### config.mk
export PLATFORM = sky130hd
export DESIGN_NAME = mw_eeprom
export DESIGN_NICKNAME = d
export VERILOG_FILES = /design/src/rtl/mw_pkg.sv /design/src/rtl/mw_sync.sv /design/src/rtl/mw_ctrl.sv /design/src/rtl/mw_prog.sv /design/src/rtl/mw_array.sv /design/src/rtl/mw_eeprom.sv
export SDC_FILE = /design/constraint.sdc
export NUM_CORES = 2
export LEC_CHECK = 0
export ABC_AREA = 0
export CAP_MARGIN = 15
export CORE_ASPECT_RATIO = 0.5
export CORE_MARGIN = 8
export CORE_UTILIZATION = 65
export DETAILED_ROUTE_END_ITERATION = 10
export DONT_BUFFER_PORTS = 1
export PLACE_DENSITY = 0.83
export SYNTH_ARGS = -nofsm -noshare
export SYNTH_HDL_FRONTEND = slang
export SYNTH_SLANG_ARGS = --single-unit
### constraint.sdc
create_clock -name clk -period 3.3 [get_ports clk]
set_clock_uncertainty 0.2 [all_clocks]
set_input_delay 0.495 -clock clk [delete_from_list [all_inputs] [get_ports clk]]
set_output_delay 0.495 -clock clk [all_outputs]
set_load 0.01 [all_outputs]
### src/rtl/mw_pkg.sv
package mw_pkg;

    typedef enum logic [2:0] {
        ST_IDLE,
        ST_OPC,
        ST_ADDR,
        ST_DATA,
        ST_READ,
        ST_HOLD
    } st_e;

    typedef enum logic [2:0] {
        OP_NONE,
        OP_WRITE,
        OP_ERASE,
        OP_ERAL,
        OP_WRAL
    } op_e;

    localparam logic [1:0] OPC_READ    = 2'b10;
    localparam logic [1:0] OPC_WRITE   = 2'b01;
    localparam logic [1:0] OPC_ERASE   = 2'b11;
    localparam logic [1:0] OPC_SPECIAL = 2'b00;

    localparam logic [1:0] SUB_EN      = 2'b11;
    localparam logic [1:0] SUB_DIS     = 2'b00;
    localparam logic [1:0] SUB_ERAL    = 2'b10;
    localparam logic [1:0] SUB_WRAL    = 2'b01;

endpackage

### src/rtl/mw_sync.sv
module mw_sync #(
    parameter int W = 4
) (
    input  logic         clk,
    input  logic         rst_n,
    input  logic [W-1:0] d,
    output logic [W-1:0] q
);
    logic [W-1:0] s0_q, s0_d, s1_q, s1_d;

    always_comb begin
        s0_d = d;
        s1_d = s0_q;
    end

    always_ff @(posedge clk or negedge rst_n) begin
        if (!rst_n) begin
            s0_q <= '0;
            s1_q <= '0;
        end else begin
            s0_q <= s0_d;
            s1_q <= s1_d;
        end
    end

    assign q = s1_q;
endmodule

### src/rtl/mw_ctrl.sv
module mw_ctrl
    import mw_pkg::*;
#(
    parameter int ABITS = 7
) (
    input  logic             clk,
    input  logic             rst_n,
    input  logic             cs,
    input  logic             sck,
    input  logic             din,
    input  logic             org,
    input  logic             busy,
    input  logic [15:0]      rd_word,
    output logic [ABITS-1:0] rd_addr,
    output logic             rd_org,
    output logic             prog_start,
    output op_e              prog_op,
    output logic [ABITS-1:0] prog_addr,
    output logic [15:0]      prog_data,
    output logic             prog_org,
    output logic             dout
);
    localparam logic [4:0] AW_BYTE = 5'(ABITS - 1);
    localparam logic [4:0] AW_WORD = 5'(ABITS - 2);
    localparam logic [4:0] DW_BYTE = 5'd7;
    localparam logic [4:0] DW_WORD = 5'd15;

    typedef struct packed {
        st_e              st;
        logic [1:0]       opc;
        logic [ABITS-1:0] sh_addr;
        logic [15:0]      sh_data;
        logic [4:0]       cnt;
        logic [ABITS-1:0] addr;
        logic             en;
        op_e              pend;
        logic             sck_p;
        logic             cs_p;
        logic             qbit;
        logic             org_l;
    } ctl_t;

    ctl_t q_q, n_d;
    logic             rise, cs_fall, start_c;
    logic [ABITS-1:0] a_next, a_inc;
    logic [1:0]       sub;

    always_comb begin
        n_d       = q_q;
        start_c   = 1'b0;
        n_d.sck_p = sck;
        n_d.cs_p  = cs;
        rise      = sck & ~q_q.sck_p & cs;
        cs_fall   = q_q.cs_p & ~cs;
        a_next    = {q_q.sh_addr[ABITS-2:0], din};
        sub       = q_q.org_l ? a_next[ABITS-2 -: 2] : a_next[ABITS-1 -: 2];
        a_inc     = q_q.addr + 1'b1;
        if (q_q.org_l) a_inc[ABITS-1] = 1'b0;

        if (!cs) begin
            n_d.st = ST_IDLE;
            if (cs_fall && q_q.pend != OP_NONE) begin
                start_c  = q_q.en & ~busy;
                n_d.pend = OP_NONE;
            end
        end else if (rise) begin
            case (q_q.st)
                ST_IDLE: begin
                    if (din && !busy) begin
                        n_d.st      = ST_OPC;
                        n_d.cnt     = 5'd1;
                        n_d.org_l   = org;
                        n_d.pend    = OP_NONE;
                        n_d.sh_addr = '0;
                    end
                end
                ST_OPC: begin
                    n_d.opc = {q_q.opc[0], din};
                    if (q_q.cnt == 5'd0) begin
                        n_d.st  = ST_ADDR;
                        n_d.cnt = q_q.org_l ? AW_WORD : AW_BYTE;
                    end else begin
                        n_d.cnt = q_q.cnt - 5'd1;
                    end
                end
                ST_ADDR: begin
                    n_d.sh_addr = a_next;
                    if (q_q.cnt == 5'd0) begin
                        n_d.addr = a_next;
                        n_d.st   = ST_HOLD;
                        case (q_q.opc)
                            OPC_READ: begin
                                n_d.st   = ST_READ;
                                n_d.cnt  = 5'd0;
                                n_d.qbit = 1'b0;
                            end
                            OPC_WRITE: begin
                                n_d.st      = ST_DATA;
                                n_d.sh_data = '0;
                                n_d.cnt     = q_q.org_l ? DW_WORD : DW_BYTE;
                            end
                            OPC_ERASE: n_d.pend = OP_ERASE;
                            default: begin
                                case (sub)
                                    SUB_EN:   n_d.en   = 1'b1;
                                    SUB_DIS:  n_d.en   = 1'b0;
                                    SUB_ERAL: n_d.pend = OP_ERAL;
                                    default: begin
                                        n_d.st      = ST_DATA;
                                        n_d.sh_data = '0;
                                        n_d.cnt     = q_q.org_l ? DW_WORD : DW_BYTE;
                                    end
                                endcase
                            end
                        endcase
                    end else begin
                        n_d.cnt = q_q.cnt - 5'd1;
                    end
                end
                ST_DATA: begin
                    n_d.sh_data = {q_q.sh_data[14:0], din};
                    if (q_q.cnt == 5'd0) begin
                        n_d.st   = ST_HOLD;
                        n_d.pend = (q_q.opc == OPC_WRITE) ? OP_WRITE : OP_WRAL;
                    end else begin
                        n_d.cnt = q_q.cnt - 5'd1;
                    end
                end
                ST_READ: begin
                    if (q_q.cnt == 5'd0) begin
                        n_d.addr = a_inc;
                        if (q_q.org_l) begin
                            n_d.qbit    = rd_word[15];
                            n_d.sh_data = {rd_word[14:0], 1'b0};
                            n_d.cnt     = DW_WORD;
                        end else begin
                            n_d.qbit    = rd_word[7];
                            n_d.sh_data = {rd_word[6:0], 9'b0};
                            n_d.cnt     = DW_BYTE;
                        end
                    end else begin
                        n_d.qbit    = q_q.sh_data[15];
                        n_d.sh_data = {q_q.sh_data[14:0], 1'b0};
                        n_d.cnt     = q_q.cnt - 5'd1;
                    end
                end
                default: ;
            endcase
        end
    end

    always_ff @(posedge clk or negedge rst_n) begin
        if (!rst_n) begin
            q_q <= '{st: ST_IDLE, pend: OP_NONE, default: '0};
        end else begin
            q_q <= n_d;
        end
    end

    assign rd_addr    = q_q.addr;
    assign rd_org     = q_q.org_l;
    assign prog_start = start_c;
    assign prog_op    = q_q.pend;
    assign prog_addr  = q_q.addr;
    assign prog_data  = q_q.sh_data;
    assign prog_org   = q_q.org_l;
    assign dout       = (q_q.st == ST_READ) ? q_q.qbit : ~busy;

    AST_READ_NEEDS_SELECT: assert property (@(posedge clk) disable iff (!rst_n)
        (q_q.st == ST_READ) |-> $past(cs));
    AST_ENABLE_WHILE_SELECTED: assert property (@(posedge clk) disable iff (!rst_n)
        $rose(q_q.en) |-> $past(cs));
endmodule

### src/rtl/mw_prog.sv
module mw_prog
    import mw_pkg::*;
#(
    parameter int ABITS       = 7,
    parameter int PROG_CYCLES = 200
) (
    input  logic             clk,
    input  logic             rst_n,
    input  logic             start,
    input  op_e              op_in,
    input  logic [ABITS-1:0] addr_in,
    input  logic [15:0]      data_in,
    input  logic             org_in,
    output logic             busy,
    output logic             commit,
    output op_e              op,
    output logic [ABITS-1:0] addr,
    output logic [15:0]      data,
    output logic             org
);
    localparam int CW = $clog2(PROG_CYCLES + 1);
    localparam logic [CW-1:0] CNT_INIT = CW'(PROG_CYCLES - 1);

    typedef struct packed {
        logic             busy;
        logic [CW-1:0]    cnt;
        op_e              op;
        logic [ABITS-1:0] addr;
        logic [15:0]      data;
        logic             org;
    } prg_t;

    prg_t q_q, n_d;
    logic done_c;

    always_comb begin
        n_d    = q_q;
        done_c = q_q.busy && (q_q.cnt == '0);
        if (start && !q_q.busy) begin
            n_d.busy = 1'b1;
            n_d.cnt  = CNT_INIT;
            n_d.op   = op_in;
            n_d.addr = addr_in;
            n_d.data = data_in;
            n_d.org  = org_in;
        end else if (done_c) begin
            n_d.busy = 1'b0;
        end else if (q_q.busy) begin
            n_d.cnt = q_q.cnt - 1'b1;
        end
    end

    always_ff @(posedge clk or negedge rst_n) begin
        if (!rst_n) q_q <= '{op: OP_NONE, default: '0};
        else        q_q <= n_d;
    end

    assign busy   = q_q.busy;
    assign commit = done_c;
    assign op     = q_q.op;
    assign addr   = q_q.addr;
    assign data   = q_q.data;
    assign org    = q_q.org;

    AST_CNT_IN_RANGE: assert property (@(posedge clk) disable iff (!rst_n)
        q_q.busy |-> (q_q.cnt <= CNT_INIT));
endmodule

### src/rtl/mw_array.sv
module mw_array
    import mw_pkg::*;
#(
    parameter int ABITS = 7
) (
    input  logic             clk,
    input  logic             rst_n,
    input  logic             commit,
    input  op_e              op,
    input  logic [ABITS-1:0] addr,
    input  logic [15:0]      data,
    input  logic             org,
    input  logic [ABITS-1:0] rd_addr,
    input  logic             rd_org,
    output logic [15:0]      rd_word
);
    localparam int BYTES = 2 ** ABITS;

    logic [7:0] mem_q [BYTES];
    logic [7:0] mem_d [BYTES];

    for (genvar i = 0; i < BYTES; i++) begin : g_byte
        localparam logic [ABITS-1:0] IDX = ABITS'(i);
        logic hit_c, lane_hi_c;
        always_comb begin
            lane_hi_c = org & ~IDX[0];
            hit_c     = org ? (addr[ABITS-2:0] == IDX[ABITS-1:1]) : (addr == IDX);
            mem_d[i]  = mem_q[i];
            if (commit) begin
                case (op)
                    OP_WRITE: if (hit_c) mem_d[i] = lane_hi_c ? data[15:8] : data[7:0];
                    OP_ERASE: if (hit_c) mem_d[i] = 8'hFF;
                    OP_ERAL:  mem_d[i] = 8'hFF;
                    OP_WRAL:  mem_d[i] = lane_hi_c ? data[15:8] : data[7:0];
                    default: ;
                endcase
            end
        end

        always_ff @(posedge clk or negedge rst_n) begin
            if (!rst_n) mem_q[i] <= 8'hFF;
            else        mem_q[i] <= mem_d[i];
        end
    end

    always_comb begin
        if (rd_org) rd_word = {mem_q[{rd_addr[ABITS-2:0], 1'b0}], mem_q[{rd_addr[ABITS-2:0], 1'b1}]};
        else        rd_word = {8'h00, mem_q[rd_addr]};
    end
endmodule

### src/rtl/mw_eeprom.sv
module mw_eeprom
    import mw_pkg::*;
#(
    parameter int MEM_BITS    = 1024,
    parameter int PROG_CYCLES = 200
) (
    input  logic clk,
    input  logic rst_n,
    input  logic cs,
    input  logic sck,
    input  logic din,
    input  logic org,
    output logic dout,
    output logic dout_oe
);
    localparam int BYTES = MEM_BITS / 8;
    localparam int ABITS = $clog2(BYTES);

    logic [3:0]       pins_s;
    logic             busy, commit, prog_start, rd_org, prog_org, c_org;
    op_e              prog_op, c_op;
    logic [ABITS-1:0] rd_addr, prog_addr, c_addr;
    logic [15:0]      prog_data, c_data, rd_word;

    mw_sync #(.W(4)) u_sync (
        .clk(clk), .rst_n(rst_n),
        .d({cs, sck, din, org}), .q(pins_s)
    );

    mw_ctrl #(.ABITS(ABITS)) u_ctrl (
        .clk(clk), .rst_n(rst_n),
        .cs(pins_s[3]), .sck(pins_s[2]), .din(pins_s[1]), .org(pins_s[0]),
        .busy(busy), .rd_word(rd_word), .rd_addr(rd_addr), .rd_org(rd_org),
        .prog_start(prog_start), .prog_op(prog_op), .prog_addr(prog_addr),
        .prog_data(prog_data), .prog_org(prog_org), .dout(dout)
    );

    mw_prog #(.ABITS(ABITS), .PROG_CYCLES(PROG_CYCLES)) u_prog (
        .clk(clk), .rst_n(rst_n), .start(prog_start),
        .op_in(prog_op), .addr_in(prog_addr), .data_in(prog_data), .org_in(prog_org),
        .busy(busy), .commit(commit), .op(c_op), .addr(c_addr), .data(c_data), .org(c_org)
    );

    mw_array #(.ABITS(ABITS)) u_array (
        .clk(clk), .rst_n(rst_n), .commit(commit), .op(c_op), .addr(c_addr),
        .data(c_data), .org(c_org), .rd_addr(rd_addr), .rd_org(rd_org), .rd_word(rd_word)
    );

    assign dout_oe = pins_s[3];

    AST_NO_START_WHILE_BUSY: assert property (@(posedge clk) disable iff (!rst_n)
        prog_start |-> !busy);
    AST_START_MAKES_BUSY: assert property (@(posedge clk) disable iff (!rst_n)
        prog_start |=> busy);
endmodule

==> impl_metrics.yaml <==
pwr:
  power_frac_seq_pct: 51.0
  power.total_w: 0.0269
  ir_worst_vdd_uv: 468
  powerDensity_nw_per_um2: 395
  p_switching_w: 0.00622
  leakagePower_nw: 24.5
  p_comb_share_pct: 1.8
  clkPwrFrac_pct: 47.2
  p_sw_share_pct: 23.1
  p_int_w: 0.0207
synth:
  syn-num-nets: 5445
  syn_area_sq_um: 60100
  ys_seq_elements: 1115
  yosysWarningCount: 0
  syn_inst: 5428
  synthArstFlopShare_pct: 100
  synth-edff-count: 0
  syn_area_per_cell_sq_um: 11.1
  ys.flop_type: "dfstp_2"
  ys_seq_area_share_pct: 48.5
  synthDistinctLibCells: 75
setup_path:
  path_class: "reg2reg"
  crit_path_cell_trace: "buf_4 > inv_2 > nand2_1 > buf_4 > o32ai_1 > nor3_1 > buf_4 > a211oi_1 > or4_1"
  cpPeakStageDelay_ns: 0.76
  worstPathArrival_ns: 3.91
  critPathMaxFanout: 16
  cpMostUsedCell: "buf_4"
  worst_ep_required_time_ns: 3.73
  cp-start-kind: "flip-flop"
  cp_slowest_cell: "nand2_1"
  endpoint_kind: "flip-flop"
cts:
  cts.sinks: 1115
  cts_tree: "done"
  ctsRootBufferMaster: "clkbuf_16"
  cts_made_buffers: 98
  clkLatencyLatePin_ns: 0.77
  clock_path_buffers: 3
  h-tree-depth: 3
  clk_pin_slew_ns: 0.07
detailed_routing:
  drtIter0Drc: 10669
  ant_nets: 0
  first_pass_iters: 9
  vias: 52513
  avgRoutedWirePerCell_um: 33.6
  finalWirelength_mm: 230
  drc: 0
  via_per_inst: 7.67
global_routing:
  grt_max_degree: 1116
  grt_pass1_vias: 50312
  grt_first_pass_wirelength_mm: 334
  track_usage_pct: 43.4
  grt_overflow: 0
  antenna_found_initial: 5
sta:
  hold_viol_final: 36
  slew_viol_final: 22
  fin_hold_ws_ns: -0.101
  max_freq_mhz: 287
  setup_slack_ns: -0.182
  finalSetupTns_ns: -0.419
  rsz0062_at_grt: "true"
  fin_crit_ns: 3.48
  tightest_slew_ns: 1.51
  finalSetupViolations: 10
  finalCritPeriodShare_pct: 106
  slew_headroom_pct: -0.560
cells_and_area:
  areaGrowthSynthToFinish_pct: 13.5
  fin_area_sq_um: 68200
  nFillCells: 5712
  final_nets: 5515
  drive_gt1_share_pct: 41.3
  final_util_pct: 73.9
  final_cell_count_no_fill: 6843
job:
  maxCapViolCount: 0
placed_design:
  gp_congestion: 1.09
  portBuffers: 0
  hpwl_mm: 148
  dp.cells: 6597
  place_area_sq_um: 63700
floorplanning:
  fp.dieH_um: 231
  die_area_sq_um: 103000
  io_pins: 8
  die_x_um: 446
  initial_core_util_pct: 65.1
  rows: 79
  core-area_sq_um: 92300
status:
  run_status: "finished with violations"
  violations: "negative hold slack, max-slew violations, negative setup slack"
worst_hold_path:
  min_path_type: "in2async"
repair_timing:
item	in CTS	in global routing
gates resized for setup	10	79
setup buffers	5	30
pin swaps	0	8
endpoints found under the setup margin	4	14
hold buffers	4	7
gates cloned	1	4
hold endpoints to repair	986	102
cell type report:
| class | count | area (sq um) | share of cell area [%] |
|---|---|---|---|
| Timing Repair Buffer | 463 | 4730 | 6.92 |
| Antenna cell | 6 | 15.0 | 0.0220 |
| Multi-Input combinational cell | 3802 | 29200 | 42.8 |
| Sequential cell | 1115 | 29200 | 42.8 |
| Inverter | 18 | 70.1 | 0.103 |
| Clock buffer | 131 | 2780 | 4.07 |
| Tap cell | 1255 | 1570 | 2.30 |
| Clock inverter | 53 | 669 | 0.981 |
path summary, 6_finish.rpt:
kind / slack (ns) / cells after the start / endpoint / startpoint
setup / recovery: -0.18 / 9 / u_ctrl.prog_data[10] / u_ctrl.prog_addr[4]
hold / removal: -0.10 / 4 / u_prog.op[2] / rst_n
setup reg to reg: -0.18 / 9 / u_ctrl.prog_data[10] / u_ctrl.prog_addr[4]
hold reg to reg: 0.16 / 0 / u_sync.q[3] / u_sync.s0_q[3]
max in group asynchronous: 0.54 / 6 / u_array.mem_q[219] / rst_n
min in group clk: 0.12 / 1 / u_sync.s0_q[2] / sck
per-layer routing:
metal	part of all wire, %	GRT usage [%]	vias up
met5	0.043	0	-
met2	40	57.9	5670
met4	6.5	20.0	10
li1	-	-	20009
met1	34	58.2	25625
met3	20	23.7	1199
worst max-delay path: cells and delay by family, from the launching register on:
| family | cells | cell delay, ns |
|---|---|---|
| flops | 1 | 0.45 |
| buf+inv | 4 | 1.05 |
| compound gates | 2 | 0.14 |
| simple gates | 3 | 1.50 |
Yosys cell counts, types with 6 or more instances:
library cell / count / area, sq um
dfstp_2: 1024 / 26900
nor2_1: 739 / 2770
a21oi_1: 683 / 3420
nand2_1: 676 / 2540
mux4_2: 555 / 12500
o21ai_0: 542 / 2710
clkbuf_1: 356 / 1340
mux2i_1: 107 / 1070
dfrtp_1: 91 / 2280
buf_2: 67 / 335
nor3_1: 42 / 210
nand3_1: 36 / 180
buf_4: 35 / 263
o21ai_1: 35 / 175
o221ai_1: 34 / 298
a221oi_1: 29 / 254
nor2b_1: 25 / 156
o32ai_1: 23 / 201
nand2b_1: 21 / 131
buf_1: 20 / 75.1
o211ai_1: 18 / 135
inv_1: 17 / 63.8
a211oi_1: 16 / 120
o22ai_1: 15 / 93.8
a211o_1: 13 / 114
buf_6: 13 / 146
a31oi_1: 12 / 75.1
a22oi_1: 11 / 82.6
ha_1: 11 / 138
a22o_1: 10 / 87.6
a32oi_1: 10 / 87.6
or3_1: 10 / 62.6
mux2_2: 8 / 90.1
and2_1: 7 / 43.8
nor4_1: 7 / 43.8
and3_1: 6 / 37.5
o31ai_1: 6 / 45.0
or2_2: 6 / 37.5
or4_1: 6 / 45.0
power groups by stage:
stage          sequential (W)  clock (W)  combinational (W)
4_1_cts                0.0138     0.0126           0.000186
2_1_floorplan          0.0140          0           0.000108
5_1_grt                0.0137     0.0132           0.000542
3_5_place_dp           0.0140          0           0.000179
6_report               0.0138     0.0127           0.000486
3_3_place_gp           0.0140          0           0.000175
per-stage QoR:
| step | setup slack, ns | hold slack (ns) |
|---|---|---|
| after floorplan | 0.383 | -0.000591 |
| after global placement | -0.128 | 0.0588 |
| after detailed placement | -0.175 | 0.0490 |
| after CTS | -0.0340 | -0.731 |
| after global routing | -0.137 | 0.0270 |
| final | -0.182 | -0.101 |
flip-flops by register name (all words and copies together), names as in the netlist:
register,flops
u_ctrl.prog_data,16
u_prog.q_q,8
u_prog.addr,7
u_sync.s0_q,4
u_ctrl.prog_addr,7
u_ctrl.q_q,14
u_ctrl.prog_op,3
u_prog.org,1
u_prog.op,3
u_array.mem_q,1024
u_ctrl.prog_org,1
u_prog.busy,1
u_prog.data,16
u_ctrl.a_next,6
u_sync.q,4
cell usage in the layout (no fill, tap or decap), drive strengths merged, types with 7 or more instances in the layout:
| cell | instances |
|---|---|
| nor2 | 739 |
| a211o | 13 |
| nor3 | 42 |
| dfstp | 1024 |
| a32oi | 10 |
| nand3 | 36 |
| o22ai | 15 |
| o31ai | 7 |
| mux4 | 555 |
| a21oi | 683 |
| a22oi | 11 |
| a31oi | 12 |
| and2 | 7 |
| bufinv | 11 |
| or3 | 10 |
| nand2 | 676 |
| o21ai | 577 |
| mux2 | 8 |
| a22o | 10 |
| clkbuf | 135 |
| buf | 453 |
| a211oi | 16 |
| inv | 26 |
| o32ai | 23 |
| o221ai | 34 |
| clkinv | 29 |
| a221oi | 29 |
| dfrtp | 91 |
| nand2b | 21 |
| ha | 11 |
| mux2i | 107 |
| nor4 | 7 |
| o211ai | 18 |
| nor2b | 25 |
cell families (layout without fill, tap and decap cells):
| group | count (synthesis) | count (layout) | synth area share [%] |
|---|---|---|---|
| AO/OA/AOI/OAI | 1500 | 1500 | 13.8 |
| XOR/XNOR | 6 | 6 | 0.0874 |
| adder cells (fa/ha/maj) | 11 | 11 | 0.229 |
| buffers and inverters | 511 | 665 | 3.76 |
| flip-flops | 1115 | 1115 | 48.5 |
| multiplexers | 670 | 670 | 22.7 |
| other | 0 | 6 | 0 |
| AND/OR/NAND/NOR | 1615 | 1615 | 10.9 |
(Power assumes the default switching activity.)
